### config.mk
export PLATFORM = sky130hd
export DESIGN_NAME = chg_seq_top
export DESIGN_NICKNAME = d
export VERILOG_FILES = /design/src/rtl/chg_pkg.sv /design/src/rtl/chg_tick_gen.sv /design/src/rtl/chg_safety_timer.sv /design/src/rtl/chg_eoc_detect.sv /design/src/rtl/chg_fsm.sv /design/src/rtl/chg_seq_top.sv
export SDC_FILE = /design/constraint.sdc
export NUM_CORES = 1
export LEC_CHECK = 0
export BUFFER_PORTS_ARGS = -buffer_cell sky130_fd_sc_hd__buf_4
export CAP_MARGIN = 20
export CORE_MARGIN = 2
export CORE_UTILIZATION = 40
export DETAILED_ROUTE_END_ITERATION = 8
export PLACE_DENSITY = 0.58
export SETUP_SLACK_MARGIN = 0.05
export SLEW_MARGIN = 25
export SYNTH_ARGS = -nofsm -noshare
export SYNTH_HDL_FRONTEND = slang
export SYNTH_HIERARCHICAL = 1
export SYNTH_SLANG_ARGS = --single-unit
### constraint.sdc
create_clock -name clk -period 8.45 [get_ports clk]
set_input_delay 0.845 -clock clk [delete_from_list [all_inputs] [get_ports clk]]
set_output_delay 0.845 -clock clk [all_outputs]
set_load 0.02 [all_outputs]
### src/rtl/chg_pkg.sv
package chg_pkg;
  typedef enum logic [2:0] {
    ST_OFF   = 3'd0,
    ST_PREQ  = 3'd1,
    ST_CC    = 3'd2,
    ST_CV    = 3'd3,
    ST_MAINT = 3'd4,
    ST_FAULT = 3'd5,
    ST_LDO   = 3'd6,
    ST_DIS   = 3'd7
  } chg_state_e;
endpackage

### src/rtl/chg_tick_gen.sv
module chg_tick_gen #(
  parameter int DIV = 1000
) (
  input  logic clk,
  input  logic rst,
  input  logic run,
  output logic tick
);
  generate
    if (DIV <= 1) begin : g_pass
      assign tick = run;
    end else begin : g_div
      localparam int CW = $clog2(DIV);
      logic [CW-1:0] cnt;
      always_ff @(posedge clk) begin
        if (rst || !run) cnt <= '0;
        else if (cnt == CW'(DIV - 1)) cnt <= '0;
        else cnt <= cnt + 1'b1;
      end
      assign tick = run && (cnt == CW'(DIV - 1));
    end
  endgenerate
endmodule

### src/rtl/chg_safety_timer.sv
module chg_safety_timer #(
  parameter int PRESC_DIV = 1000,
  parameter int TMR_TICKS = 20160
) (
  input  logic clk,
  input  logic rst,
  input  logic run,
  output logic expired
);
  localparam int TW = $clog2(TMR_TICKS + 1);
  logic tick;
  logic [TW-1:0] tcnt;

  chg_tick_gen #(.DIV(PRESC_DIV)) u_tick (
    .clk(clk), .rst(rst), .run(run), .tick(tick)
  );

  assign expired = (tcnt == TW'(TMR_TICKS));

  always_ff @(posedge clk) begin
    if (rst || !run) tcnt <= '0;
    else if (tick && !expired) tcnt <= tcnt + 1'b1;
  end
endmodule

### src/rtl/chg_eoc_detect.sv
module chg_eoc_detect #(
  parameter int I_W      = 11,
  parameter int BASE_MA  = 500,
  parameter int STEP_MA  = 50,
  parameter int MAX_CODE = 9,
  parameter int EOC_FILT = 4
) (
  input  logic           clk,
  input  logic           rst,
  input  logic           arm,
  input  logic [3:0]     iset_code,
  input  logic [1:0]     eoc_sel,
  input  logic [I_W-1:0] ichg_ma,
  output logic [I_W-1:0] cur_ma,
  output logic           eoc_hit
);
  localparam int FW = $clog2(EOC_FILT + 1);
  localparam int PW = I_W + 3;
  localparam logic [3:0] MAXC = 4'(MAX_CODE);

  logic [3:0]    code_eff;
  logic [PW-1:0] num;
  logic [PW-1:0] prod;
  logic [PW-1:0] thresh;
  logic          below;
  logic [FW-1:0] cnt;

  always_comb begin
    code_eff = (iset_code > MAXC) ? MAXC : iset_code;
    cur_ma   = I_W'(BASE_MA) + I_W'(STEP_MA) * I_W'(code_eff);
    case (eoc_sel)
      2'd2:    num = PW'(3);
      2'd3:    num = PW'(4);
      default: num = PW'(2);
    endcase
    prod   = PW'(cur_ma) * num;
    thresh = prod / PW'(20);
    below  = PW'(ichg_ma) < thresh;
  end

  always_ff @(posedge clk) begin
    if (rst || !arm || !below) cnt <= '0;
    else if (cnt < FW'(EOC_FILT - 1)) cnt <= cnt + 1'b1;
  end

  assign eoc_hit = arm && below && (cnt >= FW'(EOC_FILT - 1));
endmodule

### src/rtl/chg_fsm.sv
module chg_fsm
  import chg_pkg::*;
(
  input  logic       clk,
  input  logic       rst,
  input  logic       adapt_ok,
  input  logic       enable,
  input  logic       ldo_sel,
  input  logic       tmr_guard,
  input  logic       nimh_sel,
  input  logic       vsel_hi,
  input  logic       cmp_pq_ok,
  input  logic       cmp_vreg,
  input  logic       cmp_restart,
  input  logic       tmr_expired,
  input  logic       eoc_hit,
  output chg_state_e st_q,
  output logic       chem_q,
  output logic       vh_q,
  output logic       rech_q
);
  chg_state_e nxt;
  logic start, restart;

  always_comb begin
    nxt     = st_q;
    start   = 1'b0;
    restart = 1'b0;
    if (!adapt_ok)     nxt = ST_OFF;
    else if (!enable)  nxt = ST_DIS;
    else if (ldo_sel)  nxt = ST_LDO;
    else begin
      case (st_q)
        ST_OFF, ST_DIS, ST_LDO: begin
          start = 1'b1;
          nxt   = nimh_sel ? ST_CV : ST_PREQ;
        end
        ST_PREQ: if (cmp_pq_ok) nxt = ST_CC;
        ST_CC: begin
          if (tmr_expired)   nxt = tmr_guard ? ST_FAULT : ST_MAINT;
          else if (cmp_vreg) nxt = ST_CV;
        end
        ST_CV:    if (!chem_q && eoc_hit) nxt = ST_MAINT;
        ST_MAINT: if (cmp_restart) begin
          nxt     = ST_PREQ;
          restart = 1'b1;
        end
        default: nxt = st_q;
      endcase
    end
  end

  always_ff @(posedge clk) begin
    if (rst) begin
      st_q   <= ST_OFF;
      chem_q <= 1'b0;
      vh_q   <= 1'b0;
      rech_q <= 1'b0;
    end else begin
      st_q <= nxt;
      if (start) chem_q <= nimh_sel;
      if (start || restart) vh_q <= vsel_hi;
      if (!adapt_ok) rech_q <= 1'b0;
      else if (nxt == ST_MAINT) rech_q <= 1'b1;
    end
  end
endmodule

### src/rtl/chg_seq_top.sv
module chg_seq_top
  import chg_pkg::*;
#(
  parameter int PRESC_DIV = 1000,
  parameter int TMR_TICKS = 20160,
  parameter int EOC_FILT  = 4,
  parameter int I_W       = 11,
  parameter int PQ_MA     = 50,
  parameter int BASE_MA   = 500,
  parameter int STEP_MA   = 50,
  parameter int MAX_CODE  = 9,
  parameter int LDO_MA    = 1200
) (
  input  logic           clk,
  input  logic           rst,
  input  logic           adapt_ok,
  input  logic           enable,
  input  logic           ldo_sel,
  input  logic           tmr_guard,
  input  logic           nimh_sel,
  input  logic           vsel_hi,
  input  logic           cmp_pq_ok,
  input  logic           cmp_vreg,
  input  logic           cmp_restart,
  input  logic           cmp_nimh_top,
  input  logic [I_W-1:0] ichg_ma,
  input  logic [3:0]     iset_code,
  input  logic [1:0]     eoc_sel,
  output logic [2:0]     state_o,
  output logic           chg_on,
  output logic           reg_mode,
  output logic [I_W-1:0] i_target,
  output logic           led_red,
  output logic           led_green,
  output logic           vreg_hi
);
  chg_state_e     st;
  logic           chem, vh, rech, expired, eoc_hit;
  logic [I_W-1:0] cur_ma;

  chg_safety_timer #(.PRESC_DIV(PRESC_DIV), .TMR_TICKS(TMR_TICKS)) u_timer (
    .clk(clk), .rst(rst), .run(st == ST_CC), .expired(expired)
  );

  chg_eoc_detect #(
    .I_W(I_W), .BASE_MA(BASE_MA), .STEP_MA(STEP_MA),
    .MAX_CODE(MAX_CODE), .EOC_FILT(EOC_FILT)
  ) u_eoc (
    .clk(clk), .rst(rst), .arm((st == ST_CV) && !chem),
    .iset_code(iset_code), .eoc_sel(eoc_sel), .ichg_ma(ichg_ma),
    .cur_ma(cur_ma), .eoc_hit(eoc_hit)
  );

  chg_fsm u_fsm (
    .clk(clk), .rst(rst), .adapt_ok(adapt_ok), .enable(enable),
    .ldo_sel(ldo_sel), .tmr_guard(tmr_guard), .nimh_sel(nimh_sel),
    .vsel_hi(vsel_hi), .cmp_pq_ok(cmp_pq_ok), .cmp_vreg(cmp_vreg),
    .cmp_restart(cmp_restart), .tmr_expired(expired), .eoc_hit(eoc_hit),
    .st_q(st), .chem_q(chem), .vh_q(vh), .rech_q(rech)
  );

  assign state_o = st;

  logic           on_d, mode_d, red_d, grn_d;
  logic [I_W-1:0] tgt_d;

  always_comb begin
    on_d = 1'b0; mode_d = 1'b0; red_d = 1'b0; grn_d = 1'b0; tgt_d = '0;
    case (st)
      ST_PREQ: begin
        on_d = 1'b1; tgt_d = I_W'(PQ_MA);
        red_d = !rech; grn_d = rech;
      end
      ST_CC: begin
        on_d = 1'b1; tgt_d = cur_ma;
        red_d = !rech; grn_d = rech;
      end
      ST_CV: begin
        mode_d = 1'b1; tgt_d = cur_ma;
        if (chem) begin
          on_d = !cmp_nimh_top; red_d = 1'b1;
        end else begin
          on_d = 1'b1; red_d = !rech; grn_d = rech;
        end
      end
      ST_MAINT: grn_d = 1'b1;
      ST_FAULT: begin red_d = 1'b1; grn_d = 1'b1; end
      ST_LDO: begin
        on_d = 1'b1; mode_d = 1'b1; tgt_d = I_W'(LDO_MA);
      end
      ST_DIS: grn_d = 1'b1;
      default: ;
    endcase
  end

  always_ff @(posedge clk) begin
    if (rst) begin
      chg_on <= 1'b0; reg_mode <= 1'b0; i_target <= '0;
      led_red <= 1'b0; led_green <= 1'b0; vreg_hi <= 1'b0;
    end else begin
      chg_on <= on_d; reg_mode <= mode_d; i_target <= tgt_d;
      led_red <= red_d; led_green <= grn_d; vreg_hi <= vh;
    end
  end
endmodule

; Yosys cells after proc, flatten, opt, wreduce, memory -nomap -nowiden
; Cells that the tools add are included.
[totals]
ff_bits = 50
latchBits = 0
ram_bits = 0
romBits = 0
inputBits = 29
n_memories = 0
[op_classes]
add_sub_neg = 4
multipliers = 2
div = 1
n_lt_le_gt_ge = 4
n_eq_ne = 12
shift = 0
mux = 30
bitwise = 1
n_reduce_logical = 26
[ops]
columns = operator, count
row1 = $pmux W11 S3, 1
row2 = $mux W3, 8
row3 = $add A15 B1 Y15 const B, 1
row4 = $eq A15 B15 Y1 const B, 1
row5 = $eq A3 B3 Y1 const B, 5
row6 = $pmux W3 S5, 1
row7 = $div A14 B5 Y14 const B, 1
row8 = $lt A11 B14 Y1, 1
row9 = $mul A11 B3 Y14, 1
row10 = $mux W1, 14
row11 = $add A9 B10 Y11 const A, 1
row12 = $add A10 B1 Y10 const B, 1
row13 = $eq A10 B10 Y1 const B, 1
row14 = $reduce_or A2 Y1, 5
row15 = $mul A5 B4 Y9 const A, 1
row16 = $reduce_or A3 Y1, 3
row17 = $logic_not A1 Y1, 7
row18 = $eq A3 B2 Y1 const B, 2
row19 = $logic_and A1 B1 Y1, 6
row20 = $pmux W1 S3, 2
row21 = $pmux W3 S2, 1
row22 = $eq A2 B2 Y1 const B, 2
row23 = $gt A4 B4 Y1 const B, 1
row24 = $logic_or A1 B1 Y1, 4
row25 = other kinds (9), 9

; Logic depth before layout (Yosys ltp)
[logic_depth]
word_depth = 16
depth_mapped = 46

; Hierarchy
; The synthesis kept the hierarchy.
[modules_own_cells]
columns = module, instances, cells_each, area_each_um2, seq_area_each_um2
row1 = chg_eoc_detect, 1, 396, 2889.0, 60.1
row2 = chg_safety_timer, 1, 87, 753.2, 300.3
row3 = chg_seq_top, 1, 55, 556.8, 320.3
row4 = chg_tick_gen, 1, 52, 460.4, 200.2
row5 = chg_fsm, 1, 49, 427.9, 120.1

; Worst setup path after synthesis
; Ideal clock, no wire load.
[synth_path]
path_type = input -> register
startpoint = input port iset_code[3]
endpoint = register u_fsm.st_q[0]
setup_ps = 119
arrival_ps = 8725
required_ps = 8331
path_slack_ps = -394
path_stages = 41
path_buffers = 3
path_cell_list = nand2b_1 inv_1 ha_1 xor2_1 ha_1 a2111oi_0 nand2_1 o21ai_0 o31ai_1 a21oi_1 nand2_1 fa_1 inv_1 ha_1 buf_2 nand3_1 a41oi_1 o41ai_4 (+5 left out) buf_6 nor4_2 o31ai_2 and3_1 buf_4 a21oi_1 nor2_1 ha_1 and4_1 a21oi_1 nand2_1 a21oi_1 nand2_1 a21oi_1 nor2b_1 mux2i_1 o31a_1 o2bb2ai_1
[synth_between]
elab_chain_cells = 15
[synth_rtl]
columns = element, line
row1 = "start, declared", chg_seq_top.sv:27  ; input logic [3:0] iset_code,
row2 = $gt A4 B4 Y1, chg_eoc_detect.sv:29  ; code_eff = (iset_code > MAXC) ? MAXC : iset_code;
row3 = $mux W4, chg_eoc_detect.sv:29
row4 = $mul A5 B4 Y9, chg_eoc_detect.sv:30  ; cur_ma = I_W'(BASE_MA) + I_W'(STEP_MA) * I_W'(code_eff);
row5 = $add A9 B10 Y11, chg_eoc_detect.sv:30
row6 = via cur_ma[3], chg_seq_top.sv:39  ; logic [I_W-1:0] cur_ma;
row7 = $mul A11 B3 Y14, chg_eoc_detect.sv:36  ; prod = PW'(cur_ma) * num;
row8 = $div A14 B5 Y14, chg_eoc_detect.sv:37  ; thresh = prod / PW'(20);
row9 = $lt A11 B14 Y1, chg_eoc_detect.sv:38  ; below = PW'(ichg_ma) < thresh;
row10 = $logic_and A1 B1 Y1 (2 in a row), chg_eoc_detect.sv:46  ; assign eoc_hit = arm && below && (cnt >= FW'(EOC_FILT - 1));
row11 = via eoc_hit, chg_seq_top.sv:38  ; logic chem, vh, rech, expired, eoc_hit;
row12 = $logic_and A1 B1 Y1, chg_fsm.sv:43  ; ST_CV: if (!chem_q && eoc_hit) nxt = ST_MAINT;
row13 = $mux W3, chg_fsm.sv:43
row14 = $pmux W3 S5, chg_fsm.sv:33  ; case (st_q)
row15 = $mux W3, chg_fsm.sv:31  ; else if (ldo_sel) nxt = ST_LDO;
row16 = $mux W3, chg_fsm.sv:30  ; else if (!enable) nxt = ST_DIS;
row17 = $mux W3, chg_fsm.sv:29  ; if (!adapt_ok) nxt = ST_OFF;
row18 = "end signal, assigned", chg_fsm.sv:60  ; st_q <= nxt;
row19 = "end, declared", chg_fsm.sv:17  ; output chg_state_e st_q,
; The timed path passes the listed nets, and every way through them passes these cells.
; A chain may end at the register's enable or synchronous reset.

; Worst setup path in the final report
[layout_path]
startpoint = input port iset_code[3]
endpoint = register u_fsm.rech_q
[layout_between]
elab_chain_cells = 16
[layout_rtl]
columns = element, line
row1 = $gt A4 B4 Y1, chg_eoc_detect.sv:29
row2 = $mux W4, chg_eoc_detect.sv:29
row3 = $mul A5 B4 Y9, chg_eoc_detect.sv:30
row4 = $add A9 B10 Y11, chg_eoc_detect.sv:30
row5 = via cur_ma[2], chg_seq_top.sv:39
row6 = $mul A11 B3 Y14, chg_eoc_detect.sv:36
row7 = $div A14 B5 Y14, chg_eoc_detect.sv:37
row8 = $lt A11 B14 Y1, chg_eoc_detect.sv:38
row9 = $logic_and A1 B1 Y1 (2 in a row), chg_eoc_detect.sv:46
row10 = via eoc_hit, chg_seq_top.sv:38
row11 = $logic_and A1 B1 Y1, chg_fsm.sv:43
row12 = $mux W3, chg_fsm.sv:43
row13 = $pmux W3 S5, chg_fsm.sv:33
row14 = $mux W3, chg_fsm.sv:31
row15 = $mux W3, chg_fsm.sv:30
row16 = $mux W3, chg_fsm.sv:29
row17 = $eq A3 B3 Y1, chg_fsm.sv:64  ; else if (nxt == ST_MAINT) rech_q <= 1'b1;
row18 = "end signal, assigned", chg_fsm.sv:58  ; rech_q <= 1'b0;
row19 = "end signal, assigned", chg_fsm.sv:63  ; if (!adapt_ok) rech_q <= 1'b0;
row20 = "end signal, assigned", chg_fsm.sv:64
row21 = "end, declared", chg_fsm.sv:20  ; output logic rech_q
; The timed path passes the listed nets, and every way through them passes these cells.

==> impl_metrics.yaml <==
run_status:
  status: "finished, final reports clean"
timing:
  timing.final.max_slew_violations: 0
  min_period_ps: 8111
  tightest_slew_ps: 972.0
  max_slew_margin_pct: 34.73
  hold_violations: 0
  fin_skew_ps: 10.75
  timing.fmax_ghz: 0.1233
  setup_viol: 0
  tns_ps: 0
  fin_crit_sh_pct: 95.99
logic_synthesis:
  ys_types: 99
  synth.avg_cell_area_um2: 7.961
  synth_area_leaders: "dfxtp_1 20%, ha_1 8.1%, nand2_1 5.5%"
  yosysSeqAreaShare_pct: 19.68
  syn-instance-count: 639
  syn_nets: 710
  post_synth_most_frequent_cells: "75 x nand2_1, 54 x nor2_1, 50 x dfxtp_1"
  yosys.area.top_type: "dfxtp_1"
  yosys_most_used_dff: "dfxtp_1"
  async_flop_share_pct: 0
  ys_seq_elements: 50
  synth.most_common_cell: "nand2_1"
  synth_warnings: 6
  syn_area_um2: 5087
  synth_edf_count: 0
  synth_top_area_share_pct: 19.68
flow_run:
  drv_cap: 0
setup_path:
  path_depth: 38
  crit_family: "compound AO/OA/AOI/OAI gates"
  critPathLaunchType: "primary input"
  worst_path_most_repeated_cell: "ha_4"
  cp_num_buf_inv: 6
  r2r_cells: 8
  r2r-end: "u_timer/tcnt[14]"
  reg2reg_slack_ps: 5700
  cp.required_ps: 8670
  crit_slowest_cell: "fa_1"
  critPathMaxStageDelay_ps: 510
  critPathLaunch: "iset_code[3]"
  timing.rr.start: "u_fsm/st_q[2]"
  arrival_ps: 8330
  critPathKind: "in2reg"
  cp-endpoint: "u_fsm/rech_q"
  end_kind: "flop"
  path_max_fanout: 5
grt:
  grt_pass1_vias: 4988
  grt_pass1_wl_mm: 23.01
  grt_max_degree: 22
  grt_overflow: 0
  grt.total_usage_pct: 20.35
  antenna_found_initial: 0
clock_tree:
  numCtsBuffers: 5
  cts.sinks: 50
  clk_latency_ps: 290
  cts_tree: "done"
  cts_htree_levels: 2
  root_buffer: "clkbuf_16"
  path_clk_slew_ps: 70
  clock_path_buffers: 2
layout:
  multi_input_area_um2: 4393
  nets: 850
  diodes: 0
  fillers: 1159
  drive_gt1_share_pct: 37.05
  syn2layout_area_growth_pct: 40.58
  register_area_um2: 1001
power:
  power.density_nw_per_um2: 328.9
  total_power_uw: 2352
  irDropWorstVdd_uv: 173.2
  leakagePower_uw: 0.002851
routing:
  first_pass_iters: 5
  drt_first_iter_violations: 350
  via_per_inst: 5.428
  final_antenna_net_count: 0
  drcViolationCount: 0
  vias: 5167
  wl_per_cell_um: 14.80
  wl_mm: 14.09
floorplanning:
  start_util_pct: 40.64
  core_um2: 12520
  io_pins: 48
  die_h_um: 116.8
  row_count: 41
  die_area_um2: 13640
  die_w_um: 116.8
worst_hold_path:
  hold_depth: 1
  hold_path_class: "reg2reg"
place:
  dp_hpwl_mm: 10.80
  place_congestion: 0.9021
  numPortBuffers: 47
[metrics by stage]
step                cells  utilization [%]  hold slack, ps  cell area (um2)  worst slack [ps]
CTS                   941            53.02           456.6             6636             67.61
global route          952            57.14           482.7             7152            -33.06
global placement      925            50.63           429.0             6337            -183.4
finish                952            57.14           449.2             7152             338.7
detailed placement    925            50.63           445.7             6337            -461.1
floorplan             639                -           417.7             5248             70.57
[cell usage in the layout, fill, tap and decap left out, drive strengths merged, types with 4 or more instances in the layout]
| master | netlist | routed |
|---|---|---|
| nand2 | 76 | 76 |
| and3 | 5 | 5 |
| nor2b | 9 | 9 |
| a221oi | 4 | 4 |
| fa | 9 | 9 |
| inv | 43 | 44 |
| and2 | 15 | 15 |
| nand4 | 13 | 13 |
| mux2i | 10 | 10 |
| a21o | 6 | 6 |
| nor4 | 9 | 9 |
| clkbuf | 10 | 5 |
| buf | 13 | 156 |
| o31ai | 5 | 5 |
| o21ai | 28 | 28 |
| a21oi | 47 | 47 |
| xor2 | 15 | 15 |
| dfxtp | 50 | 50 |
| or3 | 4 | 4 |
| ha | 33 | 33 |
| a211oi | 6 | 6 |
| nand3 | 19 | 19 |
| nor2 | 56 | 56 |
| and4 | 7 | 7 |
| nand2b | 11 | 11 |
| o21a | 4 | 4 |
| a31oi | 10 | 10 |
| o31a | 4 | 4 |
| o211ai | 9 | 9 |
| xnor2 | 25 | 25 |
| a211o | 4 | 4 |
| nor3 | 16 | 16 |
[layout make-up]
cell class | instances | share of cell area, %
Clock buffer | 5 | 1.749
Sequential cell | 50 | 14.00
Tap cell | 172 | 3.009
Inverter | 43 | 2.292
Clock inverter | 3 | 0.4024
Timing Repair Buffer | 156 | 17.13
Multi-Input combinational cell | 523 | 61.42
[report_power, final]
part	internal [uW]	switching, uW
Combinational	924	979
Clock	113	90.5
Sequential	241	5.79
Total	1280	1080
[registers in the layout, indices dropped and copies added, names as in the netlist]
signal                    cells
u_fsm/rech_q                  1
u_eoc/cnt                     3
u_fsm/st_q                    3
i_target                     11
u_timer/tcnt                 15
led_green                     1
chg_on                        1
u_fsm/vh_q                    1
led_red                       1
reg_mode                      1
u_timer/u_tick/g_div.cnt     10
vreg_hi                       1
u_fsm/chem_q                  1
[cells by family after synthesis]
group	count (synthesis)	share of synthesized area (%)
mux	11	2.189
xor+xnor	40	7.034
other cells	1	0.07371
simple gates	258	26.78
buf+inv	66	6.075
fa+ha+maj	44	12.05
compound gates	169	26.12
flops	50	19.68
[worst min path at each step]
stage                                            from                     endpoint  slack, ps
after global placement    u_timer/u_tick/g_div.cnt[0]  u_timer/u_tick/g_div.cnt[0]        430
after detailed placement  u_timer/u_tick/g_div.cnt[0]  u_timer/u_tick/g_div.cnt[0]        450
after CTS                 u_timer/u_tick/g_div.cnt[0]  u_timer/u_tick/g_div.cnt[0]        460
after floorplan           u_timer/u_tick/g_div.cnt[0]  u_timer/u_tick/g_div.cnt[0]        420
after global routing                       u_fsm/vh_q                      vreg_hi        480
final                     u_timer/u_tick/g_div.cnt[0]  u_timer/u_tick/g_div.cnt[0]        450
[layer usage]
layer  track usage [%]  routed length, um  up-vias  part of all wire [%]
met5                 0                  0        -                     0
li1                  -                  -     2604                     -
met4             3.922                144        0                   1.0
met1             26.03               6288     2465                    45
met2             37.65               7253       86                    51
met3             1.596                404       12                   2.9
[timing repair]
action                                  4_1_cts  5_1_grt
pin swaps                                    14       65
resized for setup                            20       88
buffers inserted                              8       11
hold endpoints to repair                      0        0
endpoints found under the setup margin        4        4
hold buffers                                  0        0
No activity file was read; power rests on OpenSTA's default activity.
